## src/rtl/irq_ring_pkg.sv

```systemverilog
package irq_ring_pkg;
  localparam int unsigned ID_W      = 8;
  localparam int unsigned CTX_W     = 32;
  localparam int unsigned PTR_W     = 32;
  localparam int unsigned ADDR_W    = 64;
  localparam int unsigned REG_W     = 32;
  localparam int unsigned REG_AW    = 4;
  localparam int unsigned DB_OFS_W  = 26;
  localparam int unsigned DB_AW     = DB_OFS_W + 2;
  localparam int unsigned DB_EN_BIT = 28;
  localparam int unsigned PKT_W     = 256;
  localparam int unsigned PKT_BYTES = PKT_W / 8;
  localparam logic [15:0] PID_FIXED = 16'h8000;
  localparam logic [31:0] TS_LO     = 32'h0000_0040;

  typedef enum logic [1:0] {
    TAG_NONE = 2'd0,
    TAG_PKT  = 2'd1,
    TAG_PTR  = 2'd2
  } dma_tag_e;

  typedef enum logic [REG_AW-1:0] {
    REG_SIZE    = 4'd0,
    REG_BASE_LO = 4'd1,
    REG_BASE_HI = 4'd2,
    REG_RPTR    = 4'd3,
    REG_WPTR    = 4'd4,
    REG_SHD_LO  = 4'd5,
    REG_SHD_HI  = 4'd6,
    REG_DBELL   = 4'd7
  } reg_ofs_e;

  typedef struct packed {
    logic [ID_W-1:0]  client;
    logic [ID_W-1:0]  source;
    logic [ID_W-1:0]  ring;
    logic [CTX_W-1:0] ctx;
  } irq_req_t;
endpackage

```

## src/rtl/irq_req_fifo.sv

```systemverilog
module irq_req_fifo #(
  parameter int unsigned DEPTH = 4,
  parameter int unsigned W     = 56
) (
  input  logic         clk_i,
  input  logic         rst_ni,
  input  logic         push_i,
  input  logic [W-1:0] data_i,
  input  logic         pop_i,
  output logic         full_o,
  output logic         empty_o,
  output logic [W-1:0] data_o
);
  localparam int unsigned AW = (DEPTH > 1) ? $clog2(DEPTH) : 1;
  localparam int unsigned CW = $clog2(DEPTH + 1);

  logic [W-1:0]  mem_q [DEPTH];
  logic [AW-1:0] rd_q, wr_q;
  logic [CW-1:0] cnt_q;

  function automatic logic [AW-1:0] inc(input logic [AW-1:0] p);
    return (p == AW'(DEPTH - 1)) ? '0 : p + 1'b1;
  endfunction

  assign full_o  = (cnt_q == CW'(DEPTH));
  assign empty_o = (cnt_q == '0);
  assign data_o  = mem_q[rd_q];

  always_ff @(posedge clk_i) begin
    if (push_i) mem_q[wr_q] <= data_i;
  end

  always_ff @(posedge clk_i or negedge rst_ni) begin
    if (!rst_ni) begin
      rd_q  <= '0;
      wr_q  <= '0;
      cnt_q <= '0;
    end else begin
      if (push_i) wr_q <= inc(wr_q);
      if (pop_i)  rd_q <= inc(rd_q);
      case ({push_i, pop_i})
        2'b10:   cnt_q <= cnt_q + 1'b1;
        2'b01:   cnt_q <= cnt_q - 1'b1;
        default: cnt_q <= cnt_q;
      endcase
    end
  end

  p_no_overflow_r7: assert property (@(posedge clk_i) disable iff (!rst_ni)
    full_o |-> !push_i);
  p_no_underflow_r7: assert property (@(posedge clk_i) disable iff (!rst_ni)
    empty_o |-> !pop_i);
endmodule

```

## src/rtl/irq_ring_regs.sv

```systemverilog
module irq_ring_regs
  import irq_ring_pkg::*;
(
  input  logic              clk_i,
  input  logic              rst_ni,
  input  logic              we_i,
  input  logic [REG_AW-1:0] addr_i,
  input  logic [REG_W-1:0]  wdata_i,
  input  logic              db_valid_i,
  input  logic [DB_AW-1:0]  db_addr_i,
  input  logic [PTR_W-1:0]  db_data_i,
  input  logic              adv_i,
  input  logic [PTR_W-1:0]  adv_wptr_i,
  output logic [PTR_W-1:0]  ring_size_o,
  output logic [ADDR_W-1:0] base_addr_o,
  output logic [ADDR_W-1:0] shadow_addr_o,
  output logic [PTR_W-1:0]  rptr_o,
  output logic [PTR_W-1:0]  wptr_o
);
  logic [REG_W-1:0]    size_q, base_lo_q, base_hi_q, shd_lo_q, shd_hi_q;
  logic [PTR_W-1:0]    rptr_q, wptr_q;
  logic [DB_OFS_W-1:0] db_ofs_q;
  logic                db_en_q;
  logic                db_hit, wr_rptr, wr_wptr;

  assign db_hit  = db_valid_i && db_en_q && (db_addr_i == {db_ofs_q, 2'b00});
  assign wr_rptr = we_i && (addr_i == REG_RPTR);
  assign wr_wptr = we_i && (addr_i == REG_WPTR);

  always_ff @(posedge clk_i or negedge rst_ni) begin
    if (!rst_ni) begin
      size_q    <= '0;
      base_lo_q <= '0;
      base_hi_q <= '0;
      shd_lo_q  <= '0;
      shd_hi_q  <= '0;
      rptr_q    <= '0;
      wptr_q    <= '0;
      db_ofs_q  <= '0;
      db_en_q   <= 1'b0;
    end else begin
      if (we_i) begin
        case (reg_ofs_e'(addr_i))
          REG_SIZE:    size_q    <= wdata_i;
          REG_BASE_LO: base_lo_q <= wdata_i;
          REG_BASE_HI: base_hi_q <= wdata_i;
          REG_SHD_LO:  shd_lo_q  <= wdata_i;
          REG_SHD_HI:  shd_hi_q  <= wdata_i;
          REG_DBELL: begin
            db_ofs_q <= wdata_i[DB_OFS_W-1:0];
            db_en_q  <= wdata_i[DB_EN_BIT];
          end
          default: ;
        endcase
      end
      // register write outranks the doorbell / sequencer update
      if (wr_rptr)     rptr_q <= wdata_i;
      else if (db_hit) rptr_q <= db_data_i;
      if (wr_wptr)     wptr_q <= wdata_i;
      else if (adv_i)  wptr_q <= adv_wptr_i;
    end
  end

  assign ring_size_o   = size_q;
  assign base_addr_o   = {base_hi_q, 32'h0} | (ADDR_W'(base_lo_q) << 8);
  assign shadow_addr_o = {shd_hi_q, shd_lo_q};
  assign rptr_o        = rptr_q;
  assign wptr_o        = wptr_q;

  p_wptr_hold_r4: assert property (@(posedge clk_i) disable iff (!rst_ni)
    (!wr_wptr && !adv_i) |=> $stable(wptr_o));
  p_db_ignored_r12: assert property (@(posedge clk_i) disable iff (!rst_ni)
    (!db_en_q && !wr_rptr) |=> $stable(rptr_o));
endmodule

```

## src/rtl/irq_ring_seq.sv

```systemverilog
module irq_ring_seq
  import irq_ring_pkg::*;
(
  input  logic              clk_i,
  input  logic              rst_ni,
  input  logic              empty_i,
  input  irq_req_t          head_i,
  input  logic [ADDR_W-1:0] base_addr_i,
  input  logic [ADDR_W-1:0] shadow_addr_i,
  input  logic [PTR_W-1:0]  ring_size_i,
  input  logic [PTR_W-1:0]  rptr_i,
  input  logic [PTR_W-1:0]  wptr_i,
  input  logic              dma_ack_i,
  input  logic [1:0]        dma_ack_tag_i,
  output logic              pop_o,
  output logic              adv_o,
  output logic [PTR_W-1:0]  adv_wptr_o,
  output logic              dma_req_o,
  output logic [1:0]        dma_tag_o,
  output logic [ADDR_W-1:0] dma_addr_o,
  output logic [PKT_W-1:0]  dma_data_o,
  output logic              irq_o,
  output logic              err_o
);
  typedef enum logic [1:0] {ST_IDLE, ST_PKT, ST_PTR, ST_NOTE} st_e;

  st_e          state_q, state_d;
  irq_req_t     cur_q;
  logic         err_q, good_ack, ring_full;
  logic [PTR_W:0]   sum;
  logic [PTR_W-1:0] nxt;
  logic [PKT_W-1:0] pkt;

  assign sum       = {1'b0, wptr_i} + (PTR_W+1)'(PKT_BYTES);
  assign nxt       = (sum >= {1'b0, ring_size_i}) ? '0 : sum[PTR_W-1:0];
  assign ring_full = (nxt == rptr_i);

  assign pop_o      = (state_q == ST_IDLE) && !empty_i && !ring_full;
  assign good_ack   = dma_ack_i && (dma_ack_tag_i == dma_tag_o) && dma_req_o;
  assign adv_o      = (state_q == ST_PKT) && good_ack;
  assign adv_wptr_o = nxt;

  always_comb begin
    pkt = '0;
    pkt[0 +: ID_W]      = cur_q.client;
    pkt[ID_W +: ID_W]   = cur_q.source;
    pkt[2*ID_W +: ID_W] = cur_q.ring;
    pkt[32 +: CTX_W]    = cur_q.ctx;
    pkt[64 +: 32]       = TS_LO;
    pkt[96 +: 16]       = PID_FIXED;
  end

  always_comb begin
    dma_req_o  = 1'b0;
    dma_tag_o  = TAG_NONE;
    dma_addr_o = '0;
    dma_data_o = '0;
    case (state_q)
      ST_PKT: begin
        dma_req_o  = 1'b1;
        dma_tag_o  = TAG_PKT;
        dma_addr_o = base_addr_i + ADDR_W'(wptr_i);
        dma_data_o = pkt;
      end
      ST_PTR: begin
        dma_req_o  = 1'b1;
        dma_tag_o  = TAG_PTR;
        dma_addr_o = shadow_addr_i;
        dma_data_o = PKT_W'(wptr_i);
      end
      default: ;
    endcase
  end

  always_comb begin
    state_d = state_q;
    case (state_q)
      ST_IDLE: if (pop_o)    state_d = ST_PKT;
      ST_PKT:  if (good_ack) state_d = ST_PTR;
      ST_PTR:  if (good_ack) state_d = ST_NOTE;
      default:               state_d = ST_IDLE;
    endcase
  end

  always_ff @(posedge clk_i or negedge rst_ni) begin
    if (!rst_ni) begin
      state_q <= ST_IDLE;
      cur_q   <= '0;
      err_q   <= 1'b0;
    end else begin
      state_q <= state_d;
      err_q   <= dma_ack_i && !good_ack;
      if (pop_o) cur_q <= head_i;
    end
  end

  assign irq_o = (state_q == ST_NOTE);
  assign err_o = err_q;

  p_irq_after_ptr_r5: assert property (@(posedge clk_i) disable iff (!rst_ni)
    irq_o |-> $past(dma_req_o && dma_ack_i && dma_ack_tag_i == TAG_PTR));
  p_err_after_ack_r6: assert property (@(posedge clk_i) disable iff (!rst_ni)
    err_o |-> $past(dma_ack_i));
  p_req_hold_r6: assert property (@(posedge clk_i) disable iff (!rst_ni)
    (dma_req_o && !dma_ack_i) |=> (dma_req_o && $stable(dma_tag_o)));
  p_adv_on_ack_r4: assert property (@(posedge clk_i) disable iff (!rst_ni)
    adv_o |-> (dma_ack_i && dma_ack_tag_i == TAG_PKT));
  p_no_overrun_r10: assert property (@(posedge clk_i) disable iff (!rst_ni)
    pop_o |-> (adv_wptr_o != rptr_i));
endmodule

```

## src/rtl/irq_ring_writer.sv

```systemverilog
module irq_ring_writer
  import irq_ring_pkg::*;
#(
  parameter int unsigned FIFO_DEPTH = 4
) (
  input  logic              clk_i,
  input  logic              rst_ni,
  input  logic              req_valid_i,
  output logic              req_ready_o,
  input  logic [ID_W-1:0]   req_client_i,
  input  logic [ID_W-1:0]   req_source_i,
  input  logic [ID_W-1:0]   req_ring_i,
  input  logic [CTX_W-1:0]  req_ctx_i,
  input  logic              reg_we_i,
  input  logic [REG_AW-1:0] reg_addr_i,
  input  logic [REG_W-1:0]  reg_wdata_i,
  input  logic              db_valid_i,
  input  logic [DB_AW-1:0]  db_addr_i,
  input  logic [PTR_W-1:0]  db_data_i,
  output logic              dma_req_o,
  output logic [1:0]        dma_tag_o,
  output logic [ADDR_W-1:0] dma_addr_o,
  output logic [PKT_W-1:0]  dma_data_o,
  input  logic              dma_ack_i,
  input  logic [1:0]        dma_ack_tag_i,
  output logic              irq_o,
  output logic              err_o
);
  localparam int unsigned REQ_W = $bits(irq_req_t);

  irq_req_t         req_in, head;
  logic [REQ_W-1:0] head_bits;
  logic             full, empty, push, pop, adv;
  logic [PTR_W-1:0] adv_wptr, ring_size, rptr, wptr;
  logic [ADDR_W-1:0] base_addr, shadow_addr;

  assign req_in      = '{client: req_client_i, source: req_source_i,
                         ring: req_ring_i, ctx: req_ctx_i};
  assign push        = req_valid_i && !full;
  assign req_ready_o = !full;
  assign head        = irq_req_t'(head_bits);

  irq_req_fifo #(.DEPTH(FIFO_DEPTH), .W(REQ_W)) u_fifo (
    .clk_i, .rst_ni,
    .push_i (push),
    .data_i (REQ_W'(req_in)),
    .pop_i  (pop),
    .full_o (full),
    .empty_o(empty),
    .data_o (head_bits)
  );

  irq_ring_regs u_regs (
    .clk_i, .rst_ni,
    .we_i         (reg_we_i),
    .addr_i       (reg_addr_i),
    .wdata_i      (reg_wdata_i),
    .db_valid_i   (db_valid_i),
    .db_addr_i    (db_addr_i),
    .db_data_i    (db_data_i),
    .adv_i        (adv),
    .adv_wptr_i   (adv_wptr),
    .ring_size_o  (ring_size),
    .base_addr_o  (base_addr),
    .shadow_addr_o(shadow_addr),
    .rptr_o       (rptr),
    .wptr_o       (wptr)
  );

  irq_ring_seq u_seq (
    .clk_i, .rst_ni,
    .empty_i      (empty),
    .head_i       (head),
    .base_addr_i  (base_addr),
    .shadow_addr_i(shadow_addr),
    .ring_size_i  (ring_size),
    .rptr_i       (rptr),
    .wptr_i       (wptr),
    .dma_ack_i    (dma_ack_i),
    .dma_ack_tag_i(dma_ack_tag_i),
    .pop_o        (pop),
    .adv_o        (adv),
    .adv_wptr_o   (adv_wptr),
    .dma_req_o    (dma_req_o),
    .dma_tag_o    (dma_tag_o),
    .dma_addr_o   (dma_addr_o),
    .dma_data_o   (dma_data_o),
    .irq_o        (irq_o),
    .err_o        (err_o)
  );

  p_one_inflight_r8: assert property (@(posedge clk_i) disable iff (!rst_ni)
    pop |-> (!dma_req_o && !irq_o));
  p_irq_pulse_r5: assert property (@(posedge clk_i) disable iff (!rst_ni)
    irq_o |=> !irq_o);
endmodule

```

## config.mk

```make
export PLATFORM = sky130hd
export DESIGN_NAME = irq_ring_writer
export DESIGN_NICKNAME = d
export VERILOG_FILES = /design/src/rtl/irq_ring_pkg.sv /design/src/rtl/irq_req_fifo.sv /design/src/rtl/irq_ring_regs.sv /design/src/rtl/irq_ring_seq.sv /design/src/rtl/irq_ring_writer.sv
export SDC_FILE = /design/constraint.sdc
export NUM_CORES = 1
export LEC_CHECK = 0
export BUFFER_PORTS_ARGS = -buffer_cell sky130_fd_sc_hd__clkbuf_2
export CAP_MARGIN = 20
export CORE_MARGIN = 1.5
export CORE_UTILIZATION = 55
export DETAILED_ROUTE_END_ITERATION = 16
export GPL_ROUTABILITY_DRIVEN = 0
export PLACE_DENSITY = 0.81
export SLEW_MARGIN = 20
export SYNTH_ARGS = -nofsm -noshare
export SYNTH_HDL_FRONTEND = slang
export SYNTH_SLANG_ARGS = --single-unit
```

## constraint.sdc

```tcl
create_clock -name clk_i -period 6.9 [get_ports clk_i]
set_input_delay 2.07 -clock clk_i [delete_from_list [all_inputs] [get_ports clk_i]]
set_output_delay 2.07 -clock clk_i [all_outputs]
set_load 0.01 [all_outputs]
```

==> impl_metrics.env <==
export IMPL_maxCapViolCount=0
export IMPL_synthTopCellsByArea="sky130_fd_sc_hd__dfrtp_1 29%, sky130_fd_sc_hd__edfxtp_1 24%, sky130_fd_sc_hd__mux2_2 8.6%"
export IMPL_m1WireLength_mm=28.7
export IMPL_cts_tree="done"
export IMPL_drt_vias_per_instance=5.88
export IMPL_routed_wl_mm=75.6
export IMPL_slew_headroom_pct=31.2
export IMPL_clock_latency_ps=630
export IMPL_sequential_to_total_area_share_from_yosys_stat_pct=52.8
export IMPL_fp_dieH_um=228
export IMPL_fin_util_pct=62.1
export IMPL_maxSlewViolCount=0
export IMPL_grt_util_all_layers_pct=28.6
export IMPL_via_count_of_the_first_global_routing_pass=18716
export IMPL_global_route_wire_length_before_repair_mm=113
export IMPL_ctsHoldBuffers=0
export IMPL_synth_avg_cell_area_um2=12.1
export IMPL_ys_warnings_count=0
export IMPL_std_cell_rows=82
export IMPL_synth_compound_area_share_pct=7.50
export IMPL_power_ir_vdd_worst_mv=0.265
export IMPL_ys_async_sr_fraction_pct=58.6
export IMPL_period_minus_slack_ps=6570
export IMPL_core_area_mm2=0.0500
export IMPL_cpPeakStageDelay_ps=630
export IMPL_synth_top_family_by_area="multiplexers"
export IMPL_timing_critical_path_max_delay_family="simple AND/OR/NAND/NOR gates"
export IMPL_synthesis_area_mm2=0.0278
export IMPL_netlist_top_cell_by_area="sky130_fd_sc_hd__dfrtp_1"
export IMPL_drt_wirelength_per_cell_um=23.1
export IMPL_cts_root_buffer="sky130_fd_sc_hd__clkbuf_16"
export IMPL_area_growth_pct=11.7
export IMPL_critical_path_slowest_cell="sky130_fd_sc_hd__nor4_1"
export IMPL_pwr_density_cell_mw_per_mm2=414
export IMPL_cts_htree_levels=2
export IMPL_first_pass_iters=6
export IMPL_area_sequential_mm2=0.0147
export IMPL_antenna_violating_nets_post_route=0
export IMPL_fill_cells=3892
export IMPL_synth_cells=2287
export IMPL_design_die_area_mm2=0.0519
export IMPL_netlist_cell_type_count=77
export IMPL_clock_sinks=541
export IMPL_design_portCount=486
export IMPL_synth_edff_count=224
export IMPL_hold_viol_final=0
export IMPL_worst_ep_required_time_ps=7410
export IMPL_grt_antenna_before_repair=6
export IMPL_hpwl_mm=52.4
export IMPL_globalRoute_totalOverflow=0
export IMPL_synth_main_ff_cell="sky130_fd_sc_hd__dfrtp_1"
export IMPL_amount_of_wire_on_met3_after_detailed_routing_mm=6.51
export IMPL_die_width_um=228
export IMPL_synth_simple_gate_area_share_pct=9.41
export IMPL_ys_ff_latch=541
export IMPL_timing_critical_path_cells="ha_1 -> nand4_1 -> nor4_1 -> nand4_1 -> nor2_1 -> xor2_1 -> ha_1 -> nand3_1 -> or4_1 -> o211ai_1 -> nor4_4 -> buf_4 -> a211o_1 -> a22oi_1 -> nand4_1 -> or4b_4 -> nand2_4 -> inv_1 -> ha_1 -> inv_1 -> fa_1 -> xor2_1 -> nor2_1 -> xor2_1"
export IMPL_synth_fa_ha_area_share_pct=3.16
export IMPL_setup_worst_path_start_class="flip-flop"
export IMPL_largest_net_degree_at_the_start_of_global_routing=129
export IMPL_fmax_ghz=0.152
export IMPL_post_synth_xor_area_fraction_pct=3.58
export IMPL_status="finished, final reports clean"
export IMPL_multiplexer_share_of_the_synthesized_area_pct=15.7
export IMPL_drc=0
export IMPL_arrival_ps=7080
export IMPL_finalSetupTns_ps=0
export IMPL_path_buf_inv=3
export IMPL_synth_top_cell_area_share_pct=28.6
export IMPL_min_path_type="flip-flop to flip-flop"
export IMPL_routed_top_layer="met5"
export IMPL_postCtsSetupBuffers=0
export IMPL_holdWs_ps=490
export IMPL_clock_skew_ps=18.7
export IMPL_drive_gt1_share_pct=27.4
export IMPL_power_leakage_nw=13.5
export IMPL_clk_path_buf_depth=3
export IMPL_via_count=19241
export IMPL_timing_critical_path_fanout_max=17
export IMPL_rsz0062_at_grt="false"
export IMPL_multi_input_comb_area_mm2=0.0117
export IMPL_critical_path_class="flip-flop to flip-flop"
export IMPL_finish_net_count=2780
export IMPL_cts_inserted_buffers=57
export IMPL_ratio_of_final_minimum_period_to_clock_period_pct=95.2
export IMPL_port_buffer_count=295
export IMPL_met2_length_mm=36.4
export IMPL_clk_pin_slew_ps=60
export IMPL_initial_core_util_pct=55.6
export IMPL_critical_path_endpoint_type="flip-flop"
export IMPL_drt_first_iter_violations=1625
export IMPL_setup_violations_final=0
export IMPL_worst_slew_pin_slew_ps=1030
[registers in the layout (all words and copies together) (netlist names), 3 cells and up]
signal and cells:
u_fifo.cnt_q 3, u_fifo.mem_q 224, u_regs.base_hi_q 32, u_regs.base_lo_q 32
u_regs.db_ofs_q 26, u_regs.ring_size_o 32, u_regs.rptr_o 32, u_regs.shd_hi_q 32
u_regs.shd_lo_q 32, u_regs.wptr_o 32, u_seq.cur_q 56
[what timing repair did]
action	CTS	global route
hold endpoints to repair	0	0
resized for setup	0	2
endpoints found under the setup margin	0	13
[where the power goes]
group,total [mW],switching (mW),leakage [nW],internal (mW)
Sequential,5.01,0.773,5.92,4.24
Combinational,4.81,2.76,6.61,2.05
Clock,3.01,1.27,0.917,1.74
[metal layers]
layer	vias to the layer above	track usage [%]
li1	8479	-
met5	-	0
met4	8	14.9
met2	960	46.6
met1	9565	35.9
met3	229	6.53
[through the flow]
stage | setup WS (ps) | instances | area [µm²] | total power [mW]
3_3_place_gp | 793 | 3164 | 29200 | 9.57
5_1_grt | 47.0 | 3268 | 31000 | 13.5
4_1_cts | 126 | 3268 | 31000 | 12.8
2_1_floorplan | 1490 | 2476 | 28500 | 8.18
6_report | 329 | 3271 | 31000 | 12.8
3_5_place_dp | 481 | 3164 | 29200 | 9.79
[cells in the mapped netlist (11+ instances only)]
cell                       count
sky130_fd_sc_hd__inv_1        63
sky130_fd_sc_hd__nor3_1       40
sky130_fd_sc_hd__mux2i_1      32
sky130_fd_sc_hd__mux4_2       56
sky130_fd_sc_hd__buf_1        12
sky130_fd_sc_hd__nand4_1      26
sky130_fd_sc_hd__a31oi_1      16
sky130_fd_sc_hd__o21ai_0     151
sky130_fd_sc_hd__xor2_1       55
sky130_fd_sc_hd__and3_1       48
sky130_fd_sc_hd__ha_1         67
sky130_fd_sc_hd__xnor2_1      54
sky130_fd_sc_hd__mux2_1       36
sky130_fd_sc_hd__a21o_1       15
sky130_fd_sc_hd__a22o_1       33
sky130_fd_sc_hd__nand3_1      53
sky130_fd_sc_hd__nor4_1       11
sky130_fd_sc_hd__mux2_2      211
sky130_fd_sc_hd__dfrtp_1     317
sky130_fd_sc_hd__nor2_1       67
sky130_fd_sc_hd__buf_4       199
sky130_fd_sc_hd__edfxtp_1    224
sky130_fd_sc_hd__clkbuf_1     85
sky130_fd_sc_hd__nand2_1     187
sky130_fd_sc_hd__and2_1       14
sky130_fd_sc_hd__a21oi_1      63
[cell families after synthesis]
| group | count (synthesis) |
|---|---|
| xor+xnor | 111 |
| compound gates | 344 |
| buf+inv | 371 |
| flops | 541 |
| other cells | 1 |
| fa+ha+maj | 69 |
| simple gates | 515 |
| mux | 335 |
[path summary, 6_finish.rpt]
| check | from | to | slack [ps] | cells past startpoint |
|---|---|---|---|---|
| max reg2reg | u_regs.wptr_o[5]$_DFFE_PN0P_ | u_fifo.cnt_q[2]$_DFFE_PN0P_ | 330 | 24 |
| min reg2reg | u_seq.cur_q[29]$_DFFE_PN0P_ | u_seq.cur_q[29]$_DFFE_PN0P_ | 490 | 1 |
| max | u_regs.wptr_o[5]$_DFFE_PN0P_ | u_fifo.cnt_q[2]$_DFFE_PN0P_ | 330 | 24 |
| min | u_seq.cur_q[29]$_DFFE_PN0P_ | u_seq.cur_q[29]$_DFFE_PN0P_ | 490 | 1 |
| min in group asynchronous | rst_ni | u_regs.rptr_o[13]$_DFFE_PN0P_ | 1500 | 1 |
| max in group asynchronous | rst_ni | u_regs.wptr_o[7]$_DFFE_PN0P_ | 3970 | 2 |
[cell type report]
type | instances | share of cell area (%)
Multi-Input combinational cell | 1564 | 37.7
Sequential cell | 541 | 47.3
Antenna cell | 3 | 0.0242
Clock inverter | 20 | 0.605
Clock buffer | 84 | 5.34
Tap cell | 672 | 2.71
Timing Repair Buffer | 324 | 5.61
Inverter | 63 | 0.762
[layout by cell type (no fill, tap or decap), drive strengths merged, types with 4 or more instances in the layout]
cell type and count:
conb 190, clkinv 15, a22oi 6, clkbuf 378, mux4 56, nor2 67
a211oi 8, a22o 33, nor3b 9, and2 14, nand3 54, nand3b 9
inv 66, nor4 14, nor3 40, and4 7, xnor2 54, buf 30
nand2 188, or2 4, and3 49, mux2i 32, o21ai 155, nor4b 6
o31ai 8, o211ai 10, ha 67, a21o 15, dfrtp 317, nand4 27
mux2 247, a21oi 63, or4 5, edfxtp 224, or3 6, xor2 56
nand2b 8, a31oi 16
[worst reg2reg max path: stages (launching register included)]
cell and delay (ps):
sky130_fd_sc_hd__dfrtp_1 530, sky130_fd_sc_hd__ha_1 310, sky130_fd_sc_hd__nand4_1 230, sky130_fd_sc_hd__nor4_1 630, sky130_fd_sc_hd__nand4_1 360, sky130_fd_sc_hd__nor2_1 210, sky130_fd_sc_hd__xor2_1 380, sky130_fd_sc_hd__ha_1 220
sky130_fd_sc_hd__nand3_1 130, sky130_fd_sc_hd__or4_1 550, sky130_fd_sc_hd__o211ai_1 330, sky130_fd_sc_hd__nor4_4 100, sky130_fd_sc_hd__buf_4 220, sky130_fd_sc_hd__a211o_1 270, sky130_fd_sc_hd__a22oi_1 180, sky130_fd_sc_hd__nand4_1 150
sky130_fd_sc_hd__or4b_4 620, sky130_fd_sc_hd__nand2_4 130, sky130_fd_sc_hd__inv_1 50, sky130_fd_sc_hd__ha_1 200, sky130_fd_sc_hd__inv_1 80, sky130_fd_sc_hd__fa_1 190, sky130_fd_sc_hd__xor2_1 180, sky130_fd_sc_hd__nor2_1 80
sky130_fd_sc_hd__xor2_1 140
No activity file was read; power rests on OpenSTA's default activity.
